## src/rtl/intdis_pkg.sv

```systemverilog
package intdis_pkg;

    localparam int XLEN     = 32;
    localparam int HW       = 16;
    localparam int REG_AW   = 5;
    localparam int CREG_W   = 3;
    localparam int IE_BIT   = 0;

    localparam logic [4:0] PFX_EXT   = 5'b11110;
    localparam logic [2:0] MAJ_COP   = 3'b000;
    localparam logic [2:0] SEL_ZERO  = 3'b000;
    localparam logic [4:0] OP_REGRES = 5'b00010;
    localparam logic [4:0] OP_NORES  = 5'b00110;
    localparam logic [4:0] LO_EDGE   = 5'b01100;
    localparam logic [2:0] LO_MID    = 3'b111;

    typedef enum logic [1:0] {
        ST_IDLE   = 2'd0,
        ST_UPDATE = 2'd1,
        ST_TRAP   = 2'd2,
        ST_REJECT = 2'd3
    } fsm_t;

    typedef enum logic {
        FORM_NORES = 1'b0,
        FORM_REGRES = 1'b1
    } form_t;

endpackage

```

## src/rtl/intdis_decode.sv

```systemverilog
module intdis_decode
    import intdis_pkg::*;
#(
    parameter int HWIDTH = HW,
    parameter int CW     = CREG_W
) (
    input  logic [HWIDTH-1:0] hi,
    input  logic [HWIDTH-1:0] lo,
    output logic              match,
    output form_t             form,
    output logic [CW-1:0]     creg
);
    logic [4:0] f_pfx;
    logic [2:0] f_maj;
    logic [2:0] f_sel;
    logic [4:0] f_op;
    logic [4:0] f_lhead;
    logic [2:0] f_lmid;
    logic [4:0] f_ltail;
    logic       fixed_ok;

    always_comb begin
        f_pfx   = hi[15:11];
        f_maj   = hi[10:8];
        f_sel   = hi[7:5];
        f_op    = hi[4:0];
        f_lhead = lo[15:11];
        f_lmid  = lo[10:8];
        creg    = lo[7:5];
        f_ltail = lo[4:0];

        fixed_ok = (f_pfx == PFX_EXT) && (f_maj == MAJ_COP) &&
                   (f_sel == SEL_ZERO) && (f_lhead == LO_EDGE) &&
                   (f_lmid == LO_MID) && (f_ltail == LO_EDGE);

        form  = FORM_NORES;
        match = 1'b0;
        if (fixed_ok) begin
            if (f_op == OP_REGRES) begin
                form  = FORM_REGRES;
                match = 1'b1;
            end else if (f_op == OP_NORES && creg == '0) begin
                form  = FORM_NORES;
                match = 1'b1;
            end
        end
    end
endmodule

```

## src/rtl/intdis_regmap.sv

```systemverilog
module intdis_regmap
    import intdis_pkg::*;
#(
    parameter int CW = CREG_W,
    parameter int AW = REG_AW
) (
    input  logic [CW-1:0] creg,
    output logic [AW-1:0] freg
);
    always_comb begin
        unique case (creg)
            3'd0:    freg = AW'(16);
            3'd1:    freg = AW'(17);
            default: freg = AW'(creg);
        endcase
    end
endmodule

```

## src/rtl/intdis_hazard.sv

```systemverilog
module intdis_hazard (
    input  logic clk,
    input  logic rst_n,
    input  logic set_i,
    input  logic clear_i,
    output logic pending_o
);
    logic pend_q;

    always_ff @(posedge clk) begin
        if (!rst_n) begin
            pend_q <= 1'b0;
        end else if (set_i) begin
            pend_q <= 1'b1;
        end else if (clear_i) begin
            pend_q <= 1'b0;
        end
    end

    assign pending_o = pend_q;
endmodule

```

## src/rtl/intdis_unit.sv

```systemverilog
module intdis_unit
    import intdis_pkg::*;
#(
    parameter int DW = XLEN,
    parameter int AW = REG_AW,
    parameter int IE = IE_BIT
) (
    input  logic          clk,
    input  logic          rst_n,
    input  logic          in_valid,
    input  logic [15:0]   instr_hi,
    input  logic [15:0]   instr_lo,
    input  logic          cp0_usable,
    input  logic [DW-1:0] status_in,
    input  logic          hazard_clear,
    output logic          out_valid,
    output logic          status_we,
    output logic [DW-1:0] status_out,
    output logic          gpr_we,
    output logic [AW-1:0] gpr_idx,
    output logic [DW-1:0] gpr_data,
    output logic          exc_cpu,
    output logic          illegal,
    output logic          hazard_pending
);
    localparam logic [DW-1:0] IE_MASK = DW'(1) << IE;

    fsm_t              state_q, state_d;
    logic              dec_match;
    form_t             dec_form;
    logic [CREG_W-1:0] dec_creg;
    logic [AW-1:0]     map_idx;

    logic [DW-1:0]     snap_q;
    logic [AW-1:0]     idx_q;
    logic              wr_q;

    intdis_decode u_dec (
        .hi    (instr_hi),
        .lo    (instr_lo),
        .match (dec_match),
        .form  (dec_form),
        .creg  (dec_creg)
    );

    intdis_regmap #(.CW(CREG_W), .AW(AW)) u_map (
        .creg (dec_creg),
        .freg (map_idx)
    );

    always_comb begin
        if (!in_valid)
            state_d = ST_IDLE;
        else if (!dec_match)
            state_d = ST_REJECT;
        else if (!cp0_usable)
            state_d = ST_TRAP;
        else
            state_d = ST_UPDATE;
    end

    always_ff @(posedge clk) begin
        if (!rst_n) begin
            state_q <= ST_IDLE;
        end else begin
            state_q <= state_d;
        end
    end

    always_ff @(posedge clk) begin
        if (!rst_n) begin
            snap_q <= '0;
            idx_q  <= '0;
            wr_q   <= 1'b0;
        end else begin
            snap_q <= status_in;
            idx_q  <= map_idx;
            wr_q   <= (dec_form == FORM_REGRES);
        end
    end

    intdis_hazard u_haz (
        .clk       (clk),
        .rst_n     (rst_n),
        .set_i     (state_d == ST_UPDATE),
        .clear_i   (hazard_clear),
        .pending_o (hazard_pending)
    );

    always_comb begin
        out_valid  = 1'b0;
        status_we  = 1'b0;
        status_out = '0;
        gpr_we     = 1'b0;
        gpr_idx    = '0;
        gpr_data   = '0;
        exc_cpu    = 1'b0;
        illegal    = 1'b0;
        unique case (state_q)
            ST_IDLE: begin
            end
            ST_UPDATE: begin
                out_valid  = 1'b1;
                status_we  = 1'b1;
                status_out = snap_q & ~IE_MASK;
                if (wr_q) begin
                    gpr_we   = 1'b1;
                    gpr_idx  = idx_q;
                    gpr_data = snap_q;
                end
            end
            ST_TRAP: begin
                out_valid = 1'b1;
                exc_cpu   = 1'b1;
            end
            ST_REJECT: begin
                out_valid = 1'b1;
                illegal   = 1'b1;
            end
        endcase
    end
endmodule

```

## config.mk

```make
export PLATFORM = sky130hd
export DESIGN_NAME = intdis_unit
export DESIGN_NICKNAME = d
export VERILOG_FILES = /design/src/rtl/intdis_pkg.sv /design/src/rtl/intdis_decode.sv /design/src/rtl/intdis_regmap.sv /design/src/rtl/intdis_hazard.sv /design/src/rtl/intdis_unit.sv
export SDC_FILE = /design/constraint.sdc
export NUM_CORES = 1
export LEC_CHECK = 0
export ABC_AREA = 1
export BUFFER_PORTS_ARGS = -buffer_cell sky130_fd_sc_hd__buf_4
export CORE_MARGIN = 4
export CORE_UTILIZATION = 43
export CTS_CLUSTER_DIAMETER = 40
export CTS_CLUSTER_SIZE = 40
export DETAILED_ROUTE_END_ITERATION = 10
export GPL_TIMING_DRIVEN = 0
export MAX_ROUTING_LAYER = met4
export PLACE_DENSITY = 0.88
export SLEW_MARGIN = 10
export SYNTH_ARGS = -nofsm -noshare
export SYNTH_HDL_FRONTEND = slang
export SYNTH_SLANG_ARGS = --single-unit
```

## constraint.sdc

```tcl
create_clock -name clk -period 2.75 [get_ports clk]
set_input_delay 0.4125 -clock clk [delete_from_list [all_inputs] [get_ports clk]]
set_output_delay 0.4125 -clock clk [all_outputs]
set_load 0.1 [all_outputs]
```

==> metrics.cfg <==
[run_status]
outcome=finished, final reports clean

[routing]
antenna_left=0
first_pass_iters=4
drt_iter0_drc=44
wirelength_mm=5.17
avgViaCountPerCell=4.12
drc=0
wl_per_cell_microns=10.5
vias=2021

[setup_path]
worstPathArrival_ps=1590
worst_ep_required_time_ps=2340
r2r-start=u_haz.pending_o$_SDFFE_PN0P_
crit_slowest_cell=dfxtp_1
crit_type=reg -> out
end_kind=output pin
start_kind=flip-flop
crit_buf_inv=5
critPathMaxFanout=10
path_cells=inv_2 > nor2_4 > inv_2 > buf_6 > buf_6 > nor2_2 > buf_4
path_delay_family=buffers and inverters
cp-startpoint=state_q[0]$_SDFF_PN0_
cpPeakStageDelay_ps=370

[grt]
grt_max_degree=13
track_usage=0.194
grt_antenna_before_repair=0
grt_pass1_wl_mm=8.15
overflow=0
grt_pass1_vias=1945

[job]
drv_cap=0

[clock_tree]
cts-buffers-inserted=5
path_clk_slew_ps=80
clk_path_buf_depth=2
clk_latency_ps=280
cts_hold_buf=0
clockRootBuffer=clkbuf_8
tritoncts=built
post_cts_buffers=0
cts_resized=0
cts.htree.levels=2
cts_sinks=40

[placed_design]
port_buffers=141
dp_slack_ps=1040
gp_congestion=0.744
hpwl_mm=4.49

[logic_synthesis]
synth_cell_types=18
netlist_area_sq_um=1910
yosysTopAreaCell=dfxtp_1
syn_avg_cell_area_sq_um=6.62
yosys_most_used_dff=dfxtp_1
synthDominantCellAreaShare=0.418
synth_seq_cells=40
synth_edf_count=0
synth.top_cells.by_count=83 x inv_1, 56 x nand2_1, 49 x nor2_1
yosysSeqAreaShare=0.418
synth.most_common_cell=inv_1
ys_warn_count=0
synth_area_leaders=dfxtp_1 42%, inv_1 16%, nand2_1 11%
netlist_instances=289
ys_async_sr_fraction=0

[cells_and_area]
nets=507
diodes=0
drive_above_1_share=0.533
synthToLayoutAreaGrowth_pct=68.7

[die]
rows=24
start_util=0.443
coreArea_sq_um=4320
die_x_microns=74.7
die_h_microns=74.7
ios=144
dieArea_sq_um=5580

[pwr]
p_leak_nw=1.86
ir_drop_mv=0.295
p_per_area_nw_per_um2=407

[timing]
fin_crit_sh=0.727
period_needed_ps=2000
hold_viol=0
fin_skew_ps=0
tns_ps=0
rsz0062_at_grt=false
setup_viol=0
fmax_mhz=500
worst_slack_ps=750
maxSlewViolCount=0

[hold_path]
hold_class=in -> reg
hold_start=status_in[15]

## tightest hold or removal path: stages
cell and delay (ps):
buf_4 70, nand2_1 40, inv_1 40
## where the power goes
part / total, mW / internal, mW / leakage (nW) / switching, mW
sequential: 0.617 / 0.609 / 0.333 / 0.00803
combinational: 0.308 / 0.111 / 1.48 / 0.197
clock: 0.389 / 0.200 / 0.0510 / 0.189
## path summary, 6_finish.rpt
check,cells past startpoint,slack (ps),endpoint
worst max-delay path,7,750,status_out[28]
worst min register to register,2,480,u_haz.pending_o$_SDFFE_PN0P_
worst max register to register,2,2200,u_haz.pending_o$_SDFFE_PN0P_
worst min-delay path,3,300,snap_q[15]$_SDFF_PN0_
## metrics by stage
stage	total power, mW	util	std cells	instance area (sq um)	hold slack (ps)
6_report	1.31	0.747	491	3230	300
5_1_grt	1.38	0.747	491	3230	294
4_1_cts	1.33	0.747	491	3230	292
3_5_place_dp	0.941	0.725	483	3140	464
3_3_place_gp	0.934	0.725	483	3140	456
2_1_floorplan	0.828	-	290	2010	489
## cells in the final DEF (no fill, tap or decap)
master,n
inv_2,3
clkinv_2,2
nor3_1,3
buf_6,7
buf_4,143
nor4_1,1
a21oi_1,1
or2_0,1
nand3b_1,2
nor2_4,2
nor2_1,13
buf_2,4
nand4_1,1
clkbuf_8,6
nor2_2,66
nand3_1,2
nand2_1,56
inv_1,83
dfxtp_1,40
nor3_2,1
conb_1,2
## flip-flops by register name (all words and copies together) (netlist names)
register,flops
u_haz.pending_o,1
wr_q,1
snap_q,32
idx_q,4
state_q,2
## kinds of logic (layout without fill, tap and decap cells)
logic type             count (synthesis)  count (layout)  synth area share
buffers and inverters                 99             248             0.228
AND/OR/NAND/NOR                      148             148             0.349
AO/OA/AOI/OAI                          1               1           0.00261
other                                  1               2           0.00196
flip-flops                            40              40             0.418
## layout make-up
cell class                      count  area (sq um)
Buffer                             13           114
Clock buffer                        6          82.6
Clock inverter                      2          10.0
Fill cell                         369          1090
Inverter                           86           323
Multi-Input combinational cell    151           776
Sequential cell                    40           801
Tap cell                           52          65.1
Timing Repair Buffer              141          1060
## metal layers
layer | global-route usage | part of all wire | up-vias
met1 | 0.188 | 0.33 | 852
met5 | - | 0 | -
met4 | 0.0474 | 0.015 | 0
li1 | - | - | 1077
met2 | 0.379 | 0.56 | 86
met3 | 0.0481 | 0.093 | 6
Note: power is estimated with default switching activity, not from simulation.
